## src/rtl/swdb_pkg.sv

```systemverilog
package swdb_pkg;
  // Result of the unanimity vote over the live level and stored samples
  typedef struct packed {
    logic all_hi;
    logic all_lo;
  } vote_t;

  // Counter width for a divide ratio, never below one bit
  function automatic int cnt_width(input int ratio);
    return (ratio > 1) ? $clog2(ratio) : 1;
  endfunction
endpackage

```

## src/rtl/swdb_sync.sv

```systemverilog
module swdb_sync #(
  parameter int STAGES = 2,
  parameter bit IDLE   = 1'b0
) (
  input  logic clk_i,
  input  logic rst_i,
  input  logic async_i,
  output logic sync_o
);
  logic [STAGES-1:0] chain_q;

  always_ff @(posedge clk_i) begin
    if (rst_i) chain_q <= {STAGES{IDLE}};
    else       chain_q <= {chain_q[STAGES-2:0], async_i};
  end

  assign sync_o = chain_q[STAGES-1];
endmodule

```

## src/rtl/swdb_tick.sv

```systemverilog
module swdb_tick #(
  parameter int DIV = 1250000
) (
  input  logic clk_i,
  input  logic rst_i,
  output logic tick_o
);
  localparam int CW = swdb_pkg::cnt_width(DIV);
  localparam logic [CW-1:0] LAST = CW'(DIV - 1);

  logic [CW-1:0] cnt_q;

  always_ff @(posedge clk_i) begin
    if (rst_i)             cnt_q <= '0;
    else if (cnt_q == LAST) cnt_q <= '0;
    else                   cnt_q <= cnt_q + 1'b1;
  end

  assign tick_o = (cnt_q == LAST);
endmodule

```

## src/rtl/swdb_vote.sv

```systemverilog
module swdb_vote #(
  parameter int DEPTH = 3,
  parameter bit IDLE  = 1'b0
) (
  input  logic               clk_i,
  input  logic               rst_i,
  input  logic               tick_i,
  input  logic               live_i,
  output logic [DEPTH:0]     taps_o,
  output swdb_pkg::vote_t    vote_o
);
  logic [DEPTH-1:0] hist_q;

  always_ff @(posedge clk_i) begin
    if (rst_i)       hist_q <= {DEPTH{IDLE}};
    else if (tick_i) hist_q <= {hist_q[DEPTH-2:0], live_i};
  end

  assign taps_o        = {hist_q, live_i};
  assign vote_o.all_hi = &taps_o;
  assign vote_o.all_lo = ~|taps_o;
endmodule

```

## src/rtl/swdb_hold.sv

```systemverilog
module swdb_hold #(
  parameter bit IDLE = 1'b0
) (
  input  logic            clk_i,
  input  logic            rst_i,
  input  logic            tick_i,
  input  swdb_pkg::vote_t vote_i,
  output logic            level_o,
  output logic            rise_o,
  output logic            fall_o
);
  logic set_now, clr_now;

  assign set_now = tick_i && vote_i.all_hi && !level_o;
  assign clr_now = tick_i && vote_i.all_lo && level_o;

  always_ff @(posedge clk_i) begin
    if (rst_i) begin
      level_o <= IDLE;
      rise_o  <= 1'b0;
      fall_o  <= 1'b0;
    end else begin
      rise_o <= set_now;
      fall_o <= clr_now;
      if (set_now)      level_o <= 1'b1;
      else if (clr_now) level_o <= 1'b0;
    end
  end
endmodule

```

## src/rtl/switch_debouncer.sv

```systemverilog
module switch_debouncer #(
  parameter int DIV       = 1250000,
  parameter int DEPTH     = 3,
  parameter int SYNC_FFS  = 2,
  parameter bit IDLE      = 1'b0
) (
  input  logic clk_i,
  input  logic rst_i,
  input  logic contact_i,
  output logic level_o,
  output logic rise_o,
  output logic fall_o
);
  logic            live_lvl;
  logic            smp_tick;
  logic [DEPTH:0]  vote_vec;
  swdb_pkg::vote_t vote_res;

  swdb_sync #(.STAGES(SYNC_FFS), .IDLE(IDLE)) u_sync (
    .clk_i(clk_i), .rst_i(rst_i), .async_i(contact_i), .sync_o(live_lvl)
  );

  swdb_tick #(.DIV(DIV)) u_tick (
    .clk_i(clk_i), .rst_i(rst_i), .tick_o(smp_tick)
  );

  swdb_vote #(.DEPTH(DEPTH), .IDLE(IDLE)) u_vote (
    .clk_i(clk_i), .rst_i(rst_i), .tick_i(smp_tick), .live_i(live_lvl),
    .taps_o(vote_vec), .vote_o(vote_res)
  );

  swdb_hold #(.IDLE(IDLE)) u_hold (
    .clk_i(clk_i), .rst_i(rst_i), .tick_i(smp_tick), .vote_i(vote_res),
    .level_o(level_o), .rise_o(rise_o), .fall_o(fall_o)
  );
endmodule

```

## config.mk

```make
export PLATFORM = sky130hd
export DESIGN_NAME = switch_debouncer
export DESIGN_NICKNAME = d
export VERILOG_FILES = /design/src/rtl/swdb_pkg.sv /design/src/rtl/swdb_sync.sv /design/src/rtl/swdb_tick.sv /design/src/rtl/swdb_vote.sv /design/src/rtl/swdb_hold.sv /design/src/rtl/switch_debouncer.sv
export SDC_FILE = /design/constraint.sdc
export NUM_CORES = 1
export LEC_CHECK = 0
export BUFFER_PORTS_ARGS = -buffer_cell sky130_fd_sc_hd__buf_4
export CAP_MARGIN = 40
export CORE_MARGIN = 5
export CORE_UTILIZATION = 53
export CTS_CLUSTER_DIAMETER = 50
export DETAILED_ROUTE_END_ITERATION = 8
export GPL_ROUTABILITY_DRIVEN = 0
export PLACE_DENSITY = 0.73
export SYNTH_ARGS = -nofsm -noshare
export SYNTH_HDL_FRONTEND = slang
export SYNTH_HIERARCHICAL = 1
export SYNTH_SLANG_ARGS = --single-unit
export TNS_END_PERCENT = 50
```

## constraint.sdc

```tcl
create_clock -name clk_i -period 2.05 [get_ports clk_i]
set_clock_uncertainty 0.1 [all_clocks]
set_input_delay 0.3075 -clock clk_i [delete_from_list [all_inputs] [get_ports clk_i]]
set_output_delay 0.3075 -clock clk_i [all_outputs]
set_load 0.005 [all_outputs]
```

After elaboration in Yosys (flattened, before gate mapping)
Cells that the tools add are included.
Widths: inputs -> output; s select.

storage, ports and cells
  bits in registers = 29
  output and inout bits = 3
  input bits = 3
  logic and storage cells = 20

cells by class
  add/sub/neg operators = 1
  reduce and logical (&&, ||, !) cells = 10
  multiplexer cells = 2
  eq/ne operators = 1

operators by type and width
  cell                   number
  $add 21x1->21 const B  1
  $eq 21x21->1 const B   1
  $logic_and 1x1->1      4
  $reduce_and 4->1       1
  $reduce_or 4->1        1
  $logic_not 1->1        2
  $mux 1                 2
  $reduce_bool 2->1      1
  $reduce_or 2->1        1

Depth between registers and ports, before layout
  depth after elaboration = 6
  mapped depth = 6
  depth with buffers taken out = 6

Hierarchy
Netlist, hierarchy kept.

by module, submodules not included
  module     seq. area each (µm²)  instances  cells each  area an instance (µm²)
  swdb_tick  420.4                 1          112         1014.7
  swdb_vote  60.1                  1          12          123.9
  swdb_hold  60.1                  1          8           97.6
  swdb_sync  40.0                  1          4           52.6

Worst setup path after synthesis
No wires, ideal clock.

  path type = reg-to-reg
  start point = register u_tick.cnt_q[13]
  end point = register u_hold.level_o
  period minus slack after synthesis = 2210 ps
  setup slack = -160 ps
  buffers on the path = 0
  arrival time = 1995 ps
  stages on the path, launching flop included = 6
  path through = dfxtp_1 > or4b_1 > or4_4 > nor2_1 > nand2_1 > a31o_1

between the ends
  longest elaborated chain between the ends = 4
  elaborated cells between the ends (all ways) = 7
  those cells by class = 1 x eq/ne; 1 x mux; 5 x reduce/logical

ends and longest elaborated chain
  item                                                      RTL line                          RTL
  start, declared                                           swdb_tick.sv:11                   logic [CW-1:0] cnt_q;
  start signal, assigned                                    swdb_tick.sv:16                   else cnt_q <= cnt_q + 1'b1;
  $eq 21x21->1 *                                            swdb_tick.sv:19                   assign tick_o = (cnt_q == LAST);
  named net smp_tick                                        switch_debouncer.sv:15            logic smp_tick;
  $logic_and 1x1->1, on equally long branches (2 in a row)  swdb_hold.sv:14, swdb_hold.sv:15
  $mux 1 or $reduce_bool 2->1 (tied branches)               -
  end signal, assigned                                      swdb_hold.sv:19                   level_o <= IDLE;
  end signal, assigned                                      swdb_hold.sv:25                   if (set_now) level_o <= 1'b1;
  end signal, assigned                                      swdb_hold.sv:26                   else if (clr_now) level_o <= 1'b0;
  end, declared                                             swdb_hold.sv:8                    output logic level_o,

The timed path passes the listed nets; every way through them passes the cells marked *.
A chain may end at the register's enable or synchronous reset.

Final worst setup path
  start point = register u_tick.cnt_q[10]
  end point = register u_hold.level_o

The elaborated chain is that of the path after synthesis.

==> out/qor_table.md <==
| Metric | Reported |
|---|---|
| Class of the worst hold path | in -> reg |
| Number of global-route vias before repair | 1023 |
| Element type at the critical path start | register |
| Initial Util | 0.568 |
| Number of clock sinks | 29 |
| Max Slew Vio Count | 0 |
| Antenna viol nets, final | 0 |
| Run status | complete, but fails checks |
| Port Buf Inserts | 5 |
| Start-to-end type of the worst setup path | reg -> reg |
| TritonCTS clock tree | yes |
| Number of antenna violations at the first check in global routing | 0 |
| Count of filler cells inserted in the layout | 207 |
| Worst flop-to-flop path startpoint | u_tick/cnt_q[10] |
| Flop-to-flop setup slack | -0.08 ns |
| Core footprint | 2250 µm² |
| Aggregate global-route resource usage | 0.171 |
| Finished Core Util | 0.684 |
| Power per cell area | 629 nW/µm² |
| Number of buffer and inverter instances along the worst setup path | 0 |
| Pin count of the biggest net entering global routing | 9 |
| Post-route cell area | 1540 µm² |
| CTS clk-pin slew, worst paths | 0.09 ns |
| Min Tclk post-route | 2.13 ns |
| Cell Count, Final, Fillers Out | 192 |
| Post-Place Cell Area | 1470 µm² |
| Violated checks | setup timing |
| Total wire length | 2620 µm |
| Overall die height | 59.2 µm |
| Sum of net half-perimeters after detailed placement | 2010 µm |
| Clock Tree Buf Depth | 2 |
| Warning count from the yosys run | 6 |
| Least-Margin Pin Slew | 0.420 ns |
| Post-DR wirelength/cell | 13.6 µm |
| Largest driver fanout on the critical path | 6 |
| Worst hold slack | 0.0956 ns |
| Post-route DRC | 0 |
| First-pass GRT wire length | 4370 µm |
| Net count of the mapped netlist | 139 |
| Detailed-router iteration count before antenna repair | 4 |
| Critical Path Max Stage Delay | 0.59 ns |
| Number of instances in the synthesized netlist | 135 |
| Capture point of the worst reg-to-reg path | u_hold/level_o |
| Most common cell after layout, fill and taps aside | sky130_fd_sc_hd__dfxtp_1 |
| # placed instances | 184 |
| Required @ worst endpoint | 2.24 ns |
| Total Power Consumption | 0.970 mW |
| Endpoint of the worst hold-timing path | u_vote/hist_q[2] |
| I/O pin cnt | 6 |
| Area of the multi-input gates | 663 µm² |
| Final number of setup-violating endpoints | 24 |
| DIE WIDTH | 59.2 µm |
| Area used by sequential logic in the layout | 582 µm² |
| CP endpoint kind | register |
| Diodes inserted | 0 |
| Post-synthesis area per instance | 9.49 µm² |
| Vias after detailed routing | 1047 |
| Path depth of the worst reg2reg path | 5 |
| Overflow left after global routing | 0 |
| Max capacitance violation total | 0 |
| Family with the most delay on the worst path | simple AND/OR/NAND/NOR gates |
| Depth of the worst hold-timing path | 2 |
| Count of standard-cell rows | 17 |
| Setup repair after global routing missed its margin | true |
| Cell at the slowest stage of the critical path | sky130_fd_sc_hd__or4_4 |
| Die footprint | 3500 µm² |
| Final worst slack | -0.0843 ns |
| Layout overhead on the synthesized area | 20.3% |
| Clock H-tree levels | 2 |
| Slew HR | 0.717 |
| Highest Clock Rate | 469 MHz |
| Hold_buf cts | 0 |
| Chain of cells forming the critical path | or4b_4, or4_4, nor2_4, and4bb_1, a31o_1 |
| Share of cells above drive strength 1 | 0.287 |
| Leakage dissipation | 0.545 nW |
| Highest ir drop seen on vdd | 492 µV |
| Startpoint of the lowest-slack hold path | rst_i |
| Post-route fraction of the period consumed by the critical path | 1.04 |
| Root cell of the clock tree | sky130_fd_sc_hd__clkbuf_4 |
| Worst skew pair latency | 0.34 ns |
| Endpoints failing hold | 0 |
| Nets@finish | 168 |
| Most frequent cells in the layout | 28 x sky130_fd_sc_hd__dfxtp_1, 24 x sky130_fd_sc_hd__buf_4, 11 x sky130_fd_sc_hd__nor2_1, 10 x sky130_fd_sc_hd__xnor2_1, 10 x sky130_fd_sc_hd__nor2_2 |
| Vias per std cell | 5.45 |
| Endpoint arrival time on the critical path | 2.33 ns |
| Initial DRC count | 54 |
| Cell area after technology mapping | 1280 µm² |
| Clock buffers created by TritonCTS | 5 |
## state kept, by name (all words and copies together) (netlist names)
signal	flops
u_hold/fall_o	1
u_hold/level_o	1
u_hold/rise_o	1
u_sync/chain_q	2
u_tick/cnt_q	21
u_vote/hist_q	3
## metal layers
| metal | global-route usage | part of all wire | up-vias |
|---|---|---|---|
| met5 | 0 | 0 | - |
| met4 | 0.123 | 0.029 | 0 |
| li1 | - | - | 536 |
| met3 | 0.0458 | 0.034 | 10 |
| met2 | 0.262 | 0.44 | 15 |
| met1 | 0.204 | 0.49 | 486 |
## what timing repair did
action	4_1_cts	5_1_grt
hold endpoints to repair	0	0
cloned	0	0
setup buffers	1	0
pin swaps	1	1
gates resized for setup	0	2
endpoints found under the setup margin	23	25
## area by class of cell
cell class	count	share of cell area
multi-input cells	97	0.430
flip-flops and latches	29	0.377
repair buffers	24	0.117
clock buffers	7	0.0357
well taps	28	0.0227
inverters	7	0.0170
## how the worst max path moves through the flow
stage                           startpoint         endpoint  slack (ns)  depth (start not counted)
after global routing      u_tick/cnt_q[10]   u_hold/level_o       -0.13                          5
after global placement    u_tick/cnt_q[13]  u_tick/cnt_q[2]      -0.009                          5
final                     u_tick/cnt_q[10]   u_hold/level_o       -0.08                          5
after detailed placement  u_tick/cnt_q[13]  u_tick/cnt_q[2]       -0.09                          5
after floorplan           u_tick/cnt_q[13]   u_hold/level_o        0.01                          5
after CTS                 u_tick/cnt_q[13]  u_tick/cnt_q[2]       -0.07                          5
## worst register-to-register path: cells and delay by family (launching register included)
kind               cells  cell delay [ns]
and+or+nand+nor        4             1.56
DFF                    1             0.33
AOI/OAI and AO/OA      1             0.11
## through the flow
| stage | worst slack [ns] | TNS [ns] |
|---|---|---|
| final | -0.0843 | -1.17 |
| after global routing | -0.128 | -2.40 |
| after detailed placement | -0.0911 | -1.39 |
| after floorplan | 0.0101 | 0 |
| after CTS | -0.0747 | -1.11 |
| after global placement | -0.00901 | -0.0394 |
## report_power, final
| part | total [mW] | internal [mW] | leakage (nW) | switching (mW) |
|---|---|---|---|---|
| Combinational | 0.0450 | 0.0231 | 0.278 | 0.0219 |
| Sequential | 0.573 | 0.570 | 0.235 | 0.00366 |
| Clock | 0.352 | 0.161 | 0.0314 | 0.190 |
(Power assumes the default switching activity.)
